===== config.mk =====
export PLATFORM = sky130hd
export DESIGN_NAME = lsr_seq
export DESIGN_NICKNAME = d
export VERILOG_FILES = /design/src/rtl/lsr_pkg.sv /design/src/rtl/lsr_scan.sv /design/src/rtl/lsr_trail.sv /design/src/rtl/lsr_power.sv /design/src/rtl/lsr_seq.sv
export SDC_FILE = /design/constraint.sdc
export NUM_CORES = 1
export LEC_CHECK = 0
export BUFFER_PORTS_ARGS = -buffer_cell sky130_fd_sc_hd__buf_2
export CAP_MARGIN = 20
export CORE_MARGIN = 2
export CORE_UTILIZATION = 50
export DETAILED_ROUTE_END_ITERATION = 10
export HOLD_SLACK_MARGIN = 0.1
export PLACE_DENSITY = 0.84
export SLEW_MARGIN = 10
export SYNTH_ARGS = -nofsm -noshare
export SYNTH_HDL_FRONTEND = slang
export SYNTH_HIERARCHICAL = 1
export SYNTH_SLANG_ARGS = --single-unit

===== constraint.sdc =====
create_clock -name clk -period 2.81 [get_ports clk]
set_input_delay 0.562 -clock clk [delete_from_list [all_inputs] [get_ports clk]]
set_output_delay 0.562 -clock clk [all_outputs]
set_load 0.05 [all_outputs]

===== src/rtl/lsr_pkg.sv =====
// Shared types for the linear sensor readout sequencer.
package lsr_pkg;
    // Bin select encodings: number of physical pixels per output group.
    typedef enum logic [1:0] {
        BIN_X1 = 2'b00,
        BIN_X2 = 2'b01,
        BIN_X4 = 2'b10,
        BIN_X8 = 2'b11
    } bin_e;

    // Mode captured at the start of a frame (or while held).
    typedef struct packed {
        bin_e bin;
        logic dyn;
    } mode_t;
endpackage


===== src/rtl/lsr_scan.sv =====
// Group scan counter. Starts at group 0 on start, steps once per clock
// up to the last group of the latched resolution, then idles holding the
// index. Latches the mode while held or on a start from idle, and tracks
// whether the next dynamic-mode frame has an unknown integration time.
// Assumes NPIX is a power of two of at least 8.
module lsr_scan
    import lsr_pkg::*;
#(
    parameter int NPIX  = 1024,
    parameter int IDX_W = $clog2(NPIX)
) (
    input  logic             clk,
    input  logic             rst_n,
    input  logic             hold_i,
    input  logic             start_i,
    input  mode_t            mode_in,
    output mode_t            mode_q,
    output logic [IDX_W-1:0] idx_q,
    output logic             valid_q,
    output logic             stale_o
);
    localparam logic [IDX_W:0] NPIX_W = (IDX_W+1)'(NPIX);

    logic [IDX_W:0]   last_w;
    logic [IDX_W-1:0] last_idx;
    logic             stale_q;
    logic             pend_q;

    // Last group index for the latched bin factor.
    always_comb begin
        last_w   = (NPIX_W >> mode_q.bin) - 1'b1;
        last_idx = last_w[IDX_W-1:0];
    end

    // Scan state, mode latch and stale-frame tracking.
    always_ff @(posedge clk) begin
        if (!rst_n) begin
            valid_q <= 1'b0;
            idx_q   <= '0;
            mode_q  <= '{bin: BIN_X1, dyn: 1'b0};
            stale_q <= 1'b0;
            pend_q  <= 1'b1;
        end else if (hold_i) begin
            valid_q <= 1'b0;
            idx_q   <= '0;
            mode_q  <= mode_in;
            stale_q <= 1'b0;
            pend_q  <= 1'b1;
        end else if (start_i) begin
            if (!valid_q) begin
                mode_q <= mode_in;
                if (mode_in.dyn) begin
                    stale_q <= pend_q;
                    pend_q  <= 1'b0;
                end else begin
                    stale_q <= 1'b0;
                end
            end
            idx_q   <= '0;
            valid_q <= 1'b1;
        end else if (valid_q) begin
            if (idx_q == last_idx) begin
                valid_q <= 1'b0;
            end else begin
                idx_q <= idx_q + 1'b1;
            end
        end
    end

    assign stale_o = stale_q & valid_q;
endmodule


===== src/rtl/lsr_trail.sv =====
// Dynamic-mode trailing reset: one clock after a group is read out in
// dynamic mode, strobes a reset for that group. Assumes its inputs come
// from the scan registers of the same clock.
module lsr_trail #(
    parameter int IDX_W = 10
) (
    input  logic             clk,
    input  logic             rst_n,
    input  logic             valid_i,
    input  logic             dyn_i,
    input  logic [IDX_W-1:0] idx_i,
    output logic             strobe_q,
    output logic [IDX_W-1:0] ridx_q
);
    // Delay the read group by one clock into the reset strobe.
    always_ff @(posedge clk) begin
        if (!rst_n) begin
            strobe_q <= 1'b0;
            ridx_q   <= '0;
        end else begin
            strobe_q <= valid_i & dyn_i;
            if (valid_i && dyn_i) begin
                ridx_q <= idx_i;
            end
        end
    end
endmodule


===== src/rtl/lsr_power.sv =====
// Power and reset control: standby decode, output enable, amplifier lane
// mask for the latched binning, and the frame-mode global pixel reset.
// Assumes LANES is a multiple of 8 so that every bin factor divides it.
module lsr_power
    import lsr_pkg::*;
#(
    parameter int LANES = 8
) (
    input  logic             clk,
    input  logic             rst_n,
    input  logic             hold_i,
    input  logic             start_i,
    input  logic             shutter_i,
    input  logic             dyn_i,
    input  bin_e             bin_i,
    output logic             standby_q,
    output logic             oe_q,
    output logic [LANES-1:0] amp_q,
    output logic             pixrst_q
);
    logic [LANES-1:0] lane_mask;
    logic             stby_next;

    // A lane is needed when its number is a multiple of the bin factor.
    for (genvar l = 0; l < LANES; l++) begin : g_lane
        localparam logic [2:0] LLOW = 3'(l % 8);
        always_comb begin
            case (bin_i)
                BIN_X1:  lane_mask[l] = 1'b1;
                BIN_X2:  lane_mask[l] = (LLOW[0] == 1'b0);
                BIN_X4:  lane_mask[l] = (LLOW[1:0] == 2'b00);
                default: lane_mask[l] = (LLOW == 3'b000);
            endcase
        end
    end

    assign stby_next = hold_i & start_i;

    // Register standby, enables and the global pixel reset.
    always_ff @(posedge clk) begin
        if (!rst_n) begin
            standby_q <= 1'b0;
            oe_q      <= 1'b0;
            amp_q     <= '0;
            pixrst_q  <= 1'b0;
        end else begin
            standby_q <= stby_next;
            oe_q      <= ~stby_next;
            amp_q     <= stby_next ? '0 : lane_mask;
            pixrst_q  <= hold_i & shutter_i & ~dyn_i & ~start_i;
        end
    end
endmodule


===== src/rtl/lsr_seq.sv =====
// Top of the linear sensor readout sequencer. Ties together the scan
// counter, the dynamic-mode trailing reset and the power control.
// Assumes all inputs are synchronous to clk.
module lsr_seq
    import lsr_pkg::*;
#(
    parameter int NPIX  = 1024,
    parameter int LANES = 8,
    parameter int IDX_W = $clog2(NPIX)
) (
    input  logic             clk,
    input  logic             rst_n,
    input  logic             scan_hold,
    input  logic             shutter,
    input  logic             start,
    input  logic [1:0]       bin_sel,
    input  logic             dyn_mode,
    output logic [IDX_W-1:0] grp_idx,
    output logic             vid_valid,
    output logic             vid_stale,
    output logic             trail_rst,
    output logic [IDX_W-1:0] trail_idx,
    output logic             pix_rst,
    output logic [LANES-1:0] amp_en,
    output logic             out_en,
    output logic             standby
);
    mode_t      mode_in;
    mode_t      mode_q;
    logic [1:0] lat_bin;
    logic       lat_dyn;

    assign mode_in = '{bin: bin_e'(bin_sel), dyn: dyn_mode};
    assign lat_bin = mode_q.bin;
    assign lat_dyn = mode_q.dyn;

    lsr_scan #(.NPIX(NPIX), .IDX_W(IDX_W)) u_scan (
        .clk     (clk),
        .rst_n   (rst_n),
        .hold_i  (scan_hold),
        .start_i (start),
        .mode_in (mode_in),
        .mode_q  (mode_q),
        .idx_q   (grp_idx),
        .valid_q (vid_valid),
        .stale_o (vid_stale)
    );

    lsr_trail #(.IDX_W(IDX_W)) u_trail (
        .clk      (clk),
        .rst_n    (rst_n),
        .valid_i  (vid_valid),
        .dyn_i    (mode_q.dyn),
        .idx_i    (grp_idx),
        .strobe_q (trail_rst),
        .ridx_q   (trail_idx)
    );

    lsr_power #(.LANES(LANES)) u_power (
        .clk       (clk),
        .rst_n     (rst_n),
        .hold_i    (scan_hold),
        .start_i   (start),
        .shutter_i (shutter),
        .dyn_i     (dyn_mode),
        .bin_i     (mode_q.bin),
        .standby_q (standby),
        .oe_q      (out_en),
        .amp_q     (amp_en),
        .pixrst_q  (pix_rst)
    );
endmodule


==> results.py, run 1 <==
metrics = {
    "die": {
        "ioPinCount": 42,
        "die_w_um": 58.4,
        "core_area_um2": 2780,
        "die_height_um": 58.4,
        "rows": 19,
        "die_area_um2": 3410,
        "start_util_pct": 53.3,
    },
    "logic_synthesis": {
        "synth_xor_area_share_pct": 1.18,
        "synth_compound_area_share_pct": 21.6,
        "post-synth-top-area-cell": "dfxtp_1",
        "synth-seq-cells": 33,
        "synth.distinct_cells": 41,
        "synth-adder-area-share_pct": 0.845,
        "ys_seq_area_share_pct": 44.6,
        "synth_cells": 158,
        "synth_area_leaders": "dfxtp_1 (45%), o21ai_2 (5.9%), nand4_1 (5.5%)",
        "synth.top_cell.area_share_pct": 44.6,
        "syn_area_per_cell_um2": 9.38,
        "synth_mux_area_share_pct": 0,
        "yosysWarnings": 6,
        "synth_top_family_by_area": "simple AND/OR/NAND/NOR gates",
        "synth_nets": 167,
        "syn_area_um2": 1480,
        "yosys.area_share.simple_pct": 25.5,
    },
    "global_route": {
        "grt_usage_pct": 20.7,
        "antenna_found_initial": 0,
        "overflow": 0,
        "grt_pass1_vias": 1210,
        "grt_pass1_wl_um": 5430,
        "grt_max_degree": 30,
    },
    "placement": {
        "dp.cells": 220,
        "dp_hpwl_um": 2410,
        "io_buffers": 41,
        "place_congestion": 0.858,
    },
    "hold_path": {
        "hold_path_class": "reg -> reg",
        "hold_depth": 2,
        "min_to": "u_scan/pend_q$_SDFFE_PP1P_",
        "hold_start": "u_scan/pend_q$_SDFFE_PP1P_",
    },
    "power": {
        "p_clk_share_pct": 38.8,
        "pwr-share-seq_pct": 51.2,
        "p_int_w": 0.000714,
        "vdd_drop_max_v": 0.000469,
        "switchingPower_w": 0.000240,
        "switching_share_pct": 25.1,
        "power_density_nw_per_um2": 549,
        "cellLeakagePower_nw": 0.718,
        "power_frac_comb_pct": 10.0,
    },
    "timing": {
        "rsz0062_at_grt": "false",
        "fin_crit_sh_pct": 68.9,
        "slew_headroom_pct": 70.7,
        "hold_viol_final": 0,
        "setup-violations-final": 0,
        "worstMarginPinSlew_ns": 0.439,
        "setup_tns_ns": 0,
        "hold_ws_ns": 0.458,
        "clock_skew_ns": 0.00661,
        "fmax_mhz": 516,
        "period_minus_slack_ns": 1.94,
        "slew_violations": 0,
    },
    "clock_network": {
        "cts_sinks": 33,
        "htreeDepth": 2,
        "cts-resized-gates": 0,
        "cts_hold_buf": 0,
        "cts.clk_slew.worst_paths_ns": 0.10,
        "cts_tree": "yes",
        "cts_root_buf": "clkbuf_4",
        "cts_buffer_depth": 2,
        "post-cts-setup-buffers": 0,
        "clkLatencyLatePin_ns": 0.33,
        "cts_buffers": 5,
    },
    "final_layout": {
        "fin_cells": 228,
        "layout_commonest_cell": "buf_2",
        "nNetsFinal": 205,
        "fillers": 258,
        "area_delta_synth_final_pct": 17.2,
        "layout_common_cells": "buf_2 (41), dfxtp_1 (33), nand2_1 (19)",
        "drive_gt1_share_pct": 37.6,
        "antenna_cells": 0,
    },
    "setup_path": {
        "crit_path_end_kind": "flop",
        "crit_fanout": 9,
        "r2r_slack_ns": 0.87,
        "slowest_delay_ns": 0.53,
        "startpoint_type": "flop",
        "arrival_ns": 2.14,
        "path_class": "reg -> reg",
        "reg2reg_from": "u_scan/idx_q[7]$_SDFFE_PP0P_",
        "cp_slowest_cell": "or4b_4",
        "r2r-end": "u_scan/idx_q[7]$_SDFFE_PP0P_",
        "worstPathRequired_ns": 3.02,
        "rr_worst_depth": 5,
        "cp_cell_sequence": "xnor2_1 > or4b_4 > a211oi_4 > or4_2 > a21oi_1",
    },
    "routing": {
        "drtIter0Drc": 55,
        "wl_per_cell_um": 14.7,
        "via_count": 1338,
        "post-route-drc-count": 0,
        "ant_nets": 0,
        "viasPerCell": 5.87,
        "firstDrtPassIters": 4,
        "wl_um": 3340,
    },
    "status": {
        "status": "finished clean",
    },
    "run": {
        "maxCapViolations": 0,
    },
}
## synthesized netlist by cell type
master,number
a21boi_0,3
buf_12,1
nor2_1,6
xnor2_1,2
nor3_2,1
dfxtp_1,33
and3_2,3
nand3_1,4
and2_1,1
o21ai_2,10
nor2b_1,2
a21bo_4,1
or4_2,3
o21a_1,1
and4_1,1
o311ai_1,1
a211o_1,1
and4_2,1
o21ai_1,1
nand2b_1,5
buf_4,5
or3_2,1
buf_1,1
ha_1,1
o211ai_1,2
a21oi_1,8
nor3_1,1
nand4_1,13
or4b_4,1
nand2_1,19
and3_1,1
nand3b_1,1
a211oi_4,1
inv_1,3
o41ai_1,1
o31ai_1,5
and2_4,1
o21ai_0,5
buf_2,4
or3_1,1
a21oi_2,2
## layer usage
layer  share of wire (%)  global-route usage, %
met1                  43                   25.8
met2                  51                   34.0
met3                 4.5                   5.05
met4                 1.6                   8.97
met5                   0                      0
## sequential cells by signal, indices dropped and copies added, names as in the netlist
register,cells
u_scan/idx_q,10
u_trail/ridx_q,10
u_power/amp_q,3
u_scan/mode_q,3
u_power/oe_q,1
u_power/pixrst_q,1
u_power/standby_q,1
u_scan/pend_q,1
u_scan/stale_q,1
u_scan/valid_q,1
u_trail/strobe_q,1
## layout make-up
type | instances | area, um^2 | share of cell area [%]
multi-input combinational | 111 | 728 | 41.9
sequential | 33 | 661 | 38.0
timing repair buffer | 42 | 213 | 12.2
clock buffer | 7 | 55.1 | 3.17
tap | 31 | 38.8 | 2.23
clock inverter | 1 | 30.0 | 1.73
inverter | 3 | 11.3 | 0.648
## logic make-up (layout without fill, tap and decap cells)
family / after synthesis / in the layout
XOR/XNOR: 2 / 2
buffers and inverters: 14 / 53
flip-flops: 33 / 33
AO/OA/AOI/OAI: 42 / 42
adder cells (fa/ha/maj): 1 / 1
AND/OR/NAND/NOR: 66 / 66
## stage by stage
step / power (W) / util, % / instance area [um^2] / worst slack (ns)
final: 0.000954 / 62.4 / 1740 / 0.874
after global routing: 0.000987 / 62.4 / 1740 / 0.814
after CTS: 0.000962 / 62.4 / 1740 / 0.891
after detailed placement: 0.000595 / 59.4 / 1650 / 0.904
after global placement: 0.000591 / 59.4 / 1650 / 0.985
after floorplan: 0.000577 / - / 1480 / 0.742
## critical path: cells and delay by family, from the launching register on
family	cells	cell delay (ns)
xor+xnor	1	0.12
compound gates	2	0.46
simple gates	2	0.73
flops	1	0.50
## how the worst max path moves through the flow
stage                                       from                            to  cells past startpoint
floorplan           u_scan/idx_q[7]$_SDFFE_PP0P_  u_scan/idx_q[9]$_SDFFE_PP0P_                      5
global placement    u_scan/idx_q[7]$_SDFFE_PP0P_  u_scan/idx_q[5]$_SDFFE_PP0P_                      5
detailed placement  u_scan/idx_q[7]$_SDFFE_PP0P_  u_scan/idx_q[9]$_SDFFE_PP0P_                      5
CTS                 u_scan/idx_q[7]$_SDFFE_PP0P_  u_scan/idx_q[7]$_SDFFE_PP0P_                      5
global route        u_scan/idx_q[7]$_SDFFE_PP0P_  u_scan/idx_q[9]$_SDFFE_PP0P_                      5
finish              u_scan/idx_q[7]$_SDFFE_PP0P_  u_scan/idx_q[7]$_SDFFE_PP0P_                      5
## power by group through the flow
stage / Clock [W] / Combinational (W) / Sequential, W
after detailed placement: 0 / 0.0000953 / 0.000499
final: 0.000370 / 0.0000952 / 0.000488
after floorplan: 0 / 0.0000598 / 0.000517
after CTS: 0.000378 / 0.0000955 / 0.000488
after global placement: 0 / 0.0000932 / 0.000498
after global routing: 0.000394 / 0.000101 / 0.000491
No activity file was read; power rests on OpenSTA's default activity.
==> run 2: changes to the inputs <==
--- a/config.mk
+++ b/config.mk
@@ -5,13 +5,14 @@
 export SDC_FILE = /design/constraint.sdc
 export NUM_CORES = 1
 export LEC_CHECK = 0
+export ABC_AREA = 1
 export BUFFER_PORTS_ARGS = -buffer_cell sky130_fd_sc_hd__buf_2
 export CAP_MARGIN = 20
 export CORE_MARGIN = 2
 export CORE_UTILIZATION = 50
 export DETAILED_ROUTE_END_ITERATION = 10
 export HOLD_SLACK_MARGIN = 0.1
-export PLACE_DENSITY = 0.84
+export PLACE_DENSITY = 0.83
 export SLEW_MARGIN = 10
 export SYNTH_ARGS = -nofsm -noshare
 export SYNTH_HDL_FRONTEND = slang
==> constraint.sdc (replaced) <==
create_clock -name clk -period 1.9 [get_ports clk]
set_input_delay 0.38 -clock clk [delete_from_list [all_inputs] [get_ports clk]]
set_output_delay 0.38 -clock clk [all_outputs]
set_load 0.05 [all_outputs]
==> results.py, run 2 <==
metrics = {
    "die": {
        "die_height_um": 61.3,
        "ioPinCount": 42,
        "rows": 20,
        "die_w_um": 61.3,
        "start_util_pct": 53.3,
        "die_area_um2": 3760,
        "core_area_um2": 3080,
    },
    "clock_network": {
        "cts-resized-gates": 0,
        "cts.clk_slew.worst_paths_ns": 0.10,
        "cts_hold_buf": 0,
        "htreeDepth": 2,
        "post-cts-setup-buffers": 0,
        "cts_sinks": 33,
        "cts_root_buf": "clkbuf_4",
        "cts_tree": "yes",
        "cts_buffer_depth": 2,
        "clkLatencyLatePin_ns": 0.34,
        "cts_buffers": 5,
    },
    "routing": {
        "viasPerCell": 4.64,
        "ant_nets": 0,
        "via_count": 1550,
        "wl_per_cell_um": 10.5,
        "firstDrtPassIters": 4,
        "wl_um": 3510,
        "drtIter0Drc": 123,
        "post-route-drc-count": 0,
    },
    "timing": {
        "setup-violations-final": 0,
        "slew_violations": 0,
        "worstMarginPinSlew_ns": 0.378,
        "rsz0062_at_grt": "false",
        "fin_crit_sh_pct": 84.2,
        "period_minus_slack_ns": 1.60,
        "clock_skew_ns": 0.00889,
        "setup_tns_ns": 0,
        "hold_viol_final": 0,
        "fmax_mhz": 625,
        "slew_headroom_pct": 74.7,
    },
    "global_route": {
        "grt_pass1_wl_um": 5710,
        "antenna_found_initial": 0,
        "gr-usage-met3_pct": 5.25,
        "busiest_layer": "met2",
        "overflow": 0,
        "grtUsageMet1_pct": 28.2,
        "grt_usage_pct": 20.6,
        "gr-usage-met2_pct": 30.1,
        "grt_pass1_vias": 1268,
        "grt_max_degree": 22,
    },
    "final_layout": {
        "layout_common_cells": "nand2_1 (67), nor2_1 (47), buf_2 (41)",
        "multi_input_area_um2": 749,
        "design_area_um2": 1920,
        "layout_commonest_cell": "nand2_1",
        "area_delta_synth_final_pct": 16.8,
        "seqCellArea_um2": 662,
        "drive_gt1_share_pct": 22.1,
        "fin_cells": 334,
        "nNetsFinal": 298,
        "antenna_cells": 0,
        "fillers": 293,
        "top_regs": "u_scan/idx_q x10, u_trail/ridx_q x10",
    },
    "logic_synthesis": {
        "synth-seq-cells": 33,
        "synth_area_leaders": "dfxtp_1 (40%), nand2_1 (15%), nor2_1 (11%)",
        "ys_seq_area_share_pct": 40.2,
        "synth.distinct_cells": 21,
        "syn_area_per_cell_um2": 6.59,
        "synth_cells": 249,
        "synth.top_cell.area_share_pct": 40.2,
        "yosysWarnings": 6,
        "synthFlopType": "dfxtp_1",
        "syn_area_um2": 1640,
        "synthTopCellsByCount": "nand2_1 (67), nor2_1 (47), inv_1 (36)",
        "async_flop_share_pct": 0,
        "post-synth-top-area-cell": "dfxtp_1",
        "synth.most_common_cell": "nand2_1",
        "synth_edf_count": 0,
        "synth_nets": 258,
    },
    "setup_path": {
        "slowest_delay_ns": 0.54,
        "cp_cell_sequence": "buf_2",
        "arrival_ns": 1.22,
        "startpoint_type": "flop",
        "worstPathRequired_ns": 1.52,
        "path_buf_inv": 1,
        "path_class": "reg -> out",
        "crit_path_end_kind": "output pin",
        "cp_slowest_cell": "dfxtp_1",
        "crit_fanout": 9,
        "crit_family": "flip-flops",
    },
    "placement": {
        "post_dp_cell_area_um2": 1830,
        "dp.cells": 326,
        "io_buffers": 41,
        "place_congestion": 0.912,
        "dp_hpwl_um": 2550,
    },
    "run": {
        "maxCapViolations": 0,
    },
    "power": {
        "power_density_nw_per_um2": 773,
        "cellLeakagePower_nw": 1.02,
        "vdd_drop_max_v": 0.000340,
    },
    "hold_path": {
        "hold_path_class": "in -> reg",
    },
    "status": {
        "status": "finished clean",
    },
}
run 2: cell types whose count changed in the layout (fill, tap and decap cells not counted), moves of 10 or more:
cell	before	now
inv_1	3	36
o21ai_2	10	0
nand2_1	19	67
nand3_1	4	18
nor2_1	6	47
nand4_1	13	1
run 2: metal layers:
layer  routed length, um  share of wire (%)
met2                1570                 45
met3                 217                6.2
met5                   0                  0
met4                  48                1.4
met1                1670                 48
run 2: cell families (layout without fill, tap and decap cells):
logic type / Yosys count / count (layout) / synth area share (%)
xor gates and xnor gates: 3 / 3 / 1.60
AOI/OAI and AO/OA: 21 / 21 / 6.63
adders and majority gates: 1 / 1 / 0.762
buffers and inverters: 48 / 89 / 14.1
and+or+nand+nor: 143 / 143 / 36.7
DFF: 33 / 33 / 40.2
run 2: per-stage QoR:
stage                     total power, W  setup slack, ns  util, %  hold slack, ns
after floorplan                 0.000910           0.0185        -           0.437
after global placement          0.000937            0.447     59.6           0.451
after detailed placement        0.000940            0.379     59.6           0.458
after CTS                        0.00149            0.312     62.3           0.259
after global routing             0.00155            0.166     62.3           0.254
final                            0.00148            0.300     62.3           0.262
run 2: worst reg2reg max path: stages (launching register included):
cell	delay, ns
dfxtp_1	0.43
ha_1	0.23
nand2_2	0.09
nor2_2	0.11
nand2_2	0.08
nor2_4	0.13
nand2_4	0.09
nand2_4	0.13
nand2_1	0.06
a21oi_1	0.15
run 2: cell type report:
type | instances | share of cell area [%]
sequential | 33 | 34.5
tap | 44 | 2.87
multi-input combinational | 168 | 39.1
timing repair buffer | 44 | 11.9
clock inverter | 1 | 1.57
inverter | 37 | 7.24
clock buffer | 7 | 2.87
run 2: final timing paths:
path | cells after the start | slack (ns) | endpoint | from
setup / recovery | 1 | 0.30 | grp_idx[7] | u_scan/idx_q[7]$_SDFFE_PP0P_
hold / removal | 3 | 0.26 | u_power/pixrst_q$_SDFF_PN0_ | shutter
setup reg to reg | 9 | 0.32 | u_scan/idx_q[4]$_SDFFE_PP0P_ | u_scan/idx_q[1]$_SDFFE_PP0P_
hold reg to reg | 2 | 0.48 | u_scan/stale_q$_SDFFE_PP0P_ | u_scan/stale_q$_SDFFE_PP0P_
run 2: report_power, final:
group	leakage (nW)	internal [W]	switching, W
Sequential	0.269	0.000713	0.0000172
Combinational	0.709	0.0000467	0.000147
Clock	0.0455	0.000314	0.000243
==> run 3: changes to the inputs <==
--- a/config.mk
+++ b/config.mk
@@ -9,10 +9,10 @@
 export BUFFER_PORTS_ARGS = -buffer_cell sky130_fd_sc_hd__buf_2
 export CAP_MARGIN = 20
 export CORE_MARGIN = 2
-export CORE_UTILIZATION = 50
+export CORE_UTILIZATION = 47
 export DETAILED_ROUTE_END_ITERATION = 10
 export HOLD_SLACK_MARGIN = 0.1
-export PLACE_DENSITY = 0.83
+export PLACE_DENSITY = 0.82
 export SLEW_MARGIN = 10
 export SYNTH_ARGS = -nofsm -noshare
 export SYNTH_HDL_FRONTEND = slang
==> constraint.sdc (replaced) <==
create_clock -name clk -period 1.3 [get_ports clk]
set_input_delay 0.26 -clock clk [delete_from_list [all_inputs] [get_ports clk]]
set_output_delay 0.26 -clock clk [all_outputs]
set_load 0.05 [all_outputs]
==> results.py, run 3 (synthesized netlist as in run 2, its figures left out) <==
metrics = {
    "setup_path": {
        "cp_slowest_cell": "dfxtp_2",
        "worstPathRequired_ns": 1.57,
        "cp_cell_sequence": "inv_1 > nor2_4 > nand2_2 > nor2_4 > nand2_4 > nand2_8 > nand2_4 > a21oi_2",
        "r2r-end": "u_scan/idx_q[4]$_SDFFE_PP0P_",
        "rr_worst_depth": 8,
        "crit_family": "simple AND/OR/NAND/NOR gates",
        "path_class": "reg -> reg",
        "slowest_delay_ns": 0.45,
        "crit_path_end_kind": "flop",
        "arrival_ns": 1.69,
        "startpoint_type": "flop",
        "path_buf_inv": 1,
        "crit_fanout": 8,
        "r2r_slack_ns": -0.12,
        "reg2reg_from": "u_scan/idx_q[5]$_SDFFE_PP0P_",
    },
    "hold_path": {
        "hold_start": "shutter",
        "min_to": "u_power/pixrst_q$_SDFF_PN0_",
        "hold_depth": 3,
        "hold_path_class": "in -> reg",
    },
    "timing": {
        "hold_viol_final": 0,
        "slew_violations": 0,
        "period_minus_slack_ns": 1.42,
        "fmax_mhz": 703,
        "slew_headroom_pct": 75.0,
        "clock_skew_ns": 0.00875,
        "rsz0062_at_grt": "true",
        "worstMarginPinSlew_ns": 0.374,
        "fin_crit_sh_pct": 109,
        "setup_ws_ns": -0.123,
        "setup-violations-final": 12,
    },
    "clock_network": {
        "cts_buffer_depth": 2,
        "cts_buffers": 5,
        "clkLatencyLatePin_ns": 0.34,
        "cts_root_buf": "clkbuf_4",
        "htreeDepth": 2,
        "cts_tree": "yes",
        "cts.clk_slew.worst_paths_ns": 0.10,
        "cts_sinks": 33,
    },
    "final_layout": {
        "area_delta_synth_final_pct": 36.1,
        "antenna_cells": 0,
        "drive_gt1_share_pct": 35.1,
        "fillers": 280,
        "layout_common_cells": "nand2_1 (62), nor2_1 (45), inv_1 (35)",
        "layout_commonest_cell": "nand2_1",
        "design_area_um2": 2230,
        "top_regs": "u_scan/idx_q x10, u_trail/ridx_q x10",
        "fin_cells": 351,
        "nNetsFinal": 313,
    },
    "status": {
        "violations": "setup timing",
        "status": "finished, violations left",
    },
    "power": {
        "vdd_drop_max_v": 0.000598,
        "cellLeakagePower_nw": 1.14,
        "power_density_nw_per_um2": 958,
        "fin_total_pwr_w": 0.00214,
    },
    "routing": {
        "wl_per_cell_um": 12.8,
        "ant_nets": 0,
        "viasPerCell": 5.07,
        "wl_um": 4490,
        "post-route-drc-count": 0,
        "via_count": 1781,
        "firstDrtPassIters": 6,
        "drtIter0Drc": 147,
    },
    "placement": {
        "dp_hpwl_um": 2620,
        "io_buffers": 41,
        "dp.cells": 338,
        "place_congestion": 0.956,
        "post-place-ws_ns": -0.103,
        "post_dp_cell_area_um2": 1950,
    },
    "global_route": {
        "overflow": 0,
        "antenna_found_initial": 0,
        "grt_pass1_wl_um": 6990,
        "grt_usage_pct": 22.7,
        "grt_max_degree": 22,
        "grt_pass1_vias": 1552,
    },
    "die": {
        "ioPinCount": 42,
        "start_util_pct": 49.2,
        "rows": 21,
        "die_area_um2": 3980,
        "core_area_um2": 3340,
        "die_w_um": 63.1,
        "die_height_um": 63.1,
    },
    "run": {
        "maxCapViolations": 0,
    },
}
[run 3: changes by cell type in the layout (fill, tap and decap cells not counted), moves of 4 or more]
cell     before  now
a21oi_1      11    7
a21oi_2       1    5
buf_2        41   30
buf_4         3   18
buf_8         0    5
dfxtp_1      32   20
dfxtp_2       1    7
dfxtp_4       0    6
nand2_1      67   62
nand2_4       2    6
[run 3: worst max-delay path by stage]
stage	to	cells past startpoint	slack, ns	startpoint
finish	u_scan/idx_q[4]$_SDFFE_PP0P_	8	-0.12	u_scan/idx_q[5]$_SDFFE_PP0P_
detailed placement	u_scan/idx_q[4]$_SDFFE_PP0P_	8	-0.10	u_scan/mode_q[2]$_SDFFE_PN0P_
floorplan	u_scan/idx_q[7]$_SDFFE_PP0P_	10	-0.17	u_scan/idx_q[0]$_SDFFE_PP0P_
global placement	u_scan/idx_q[3]$_SDFFE_PP0P_	8	-0.04	u_scan/mode_q[2]$_SDFFE_PN0P_
CTS	u_scan/idx_q[4]$_SDFFE_PP0P_	9	-0.07	u_scan/idx_q[0]$_SDFFE_PP0P_
global route	u_scan/idx_q[4]$_SDFFE_PP0P_	9	-0.18	u_scan/idx_q[1]$_SDFFE_PP0P_
[run 3: stage by stage]
step / setup TNS (ns) / hold slack (ns) / utilization, %
final: -0.993 / 0.142 / 66.9
after global routing: -1.68 / 0.151 / 66.9
after CTS: -0.566 / 0.124 / 64.9
after detailed placement: -0.848 / 0.451 / 58.4
after global placement: -0.353 / 0.447 / 58.4
after floorplan: -1.65 / 0.369 / -
[run 3: per-layer routing]
layer | vias up | part of all wire [%] | track usage, %
li1 | 862 | - | -
met1 | 794 | 40 | 25.4
met2 | 100 | 47 | 39.1
met3 | 25 | 8.8 | 7.32
met4 | 0 | 4.9 | 10.0
met5 | - | 0 | 0
[run 3: cell type report]
cell class / count / area, um^2 / area share (%)
flip-flops and latches: 33 / 692 / 31.0
well taps: 46 / 57.6 / 2.58
multi-input cells: 170 / 861 / 38.5
repair buffers: 57 / 402 / 18.0
clock buffers: 5 / 37.5 / 1.68
inverters: 37 / 143 / 6.39
clock inverters: 3 / 41.3 / 1.85
[run 3: power by group]
part / leakage, nW / internal, W / switching [W]
combinational: 0.828 / 0.0000873 / 0.000235
clock: 0.0389 / 0.000398 / 0.000363
sequential: 0.277 / 0.00103 / 0.0000234
total: 1.14 / 0.00152 / 0.000621
[run 3: worst min-delay path: cells and delay by family]
family	cells	cell delay, ns
buffers and inverters	1	0.10
AND/OR/NAND/NOR	2	0.10
[run 3: what timing repair did]
item	CTS	global route
resized for setup	27	25
cloned	2	0
hold buffers	0	0
setup endpoints to repair	21	21
setup buffers	3	0
pin swaps	11	7
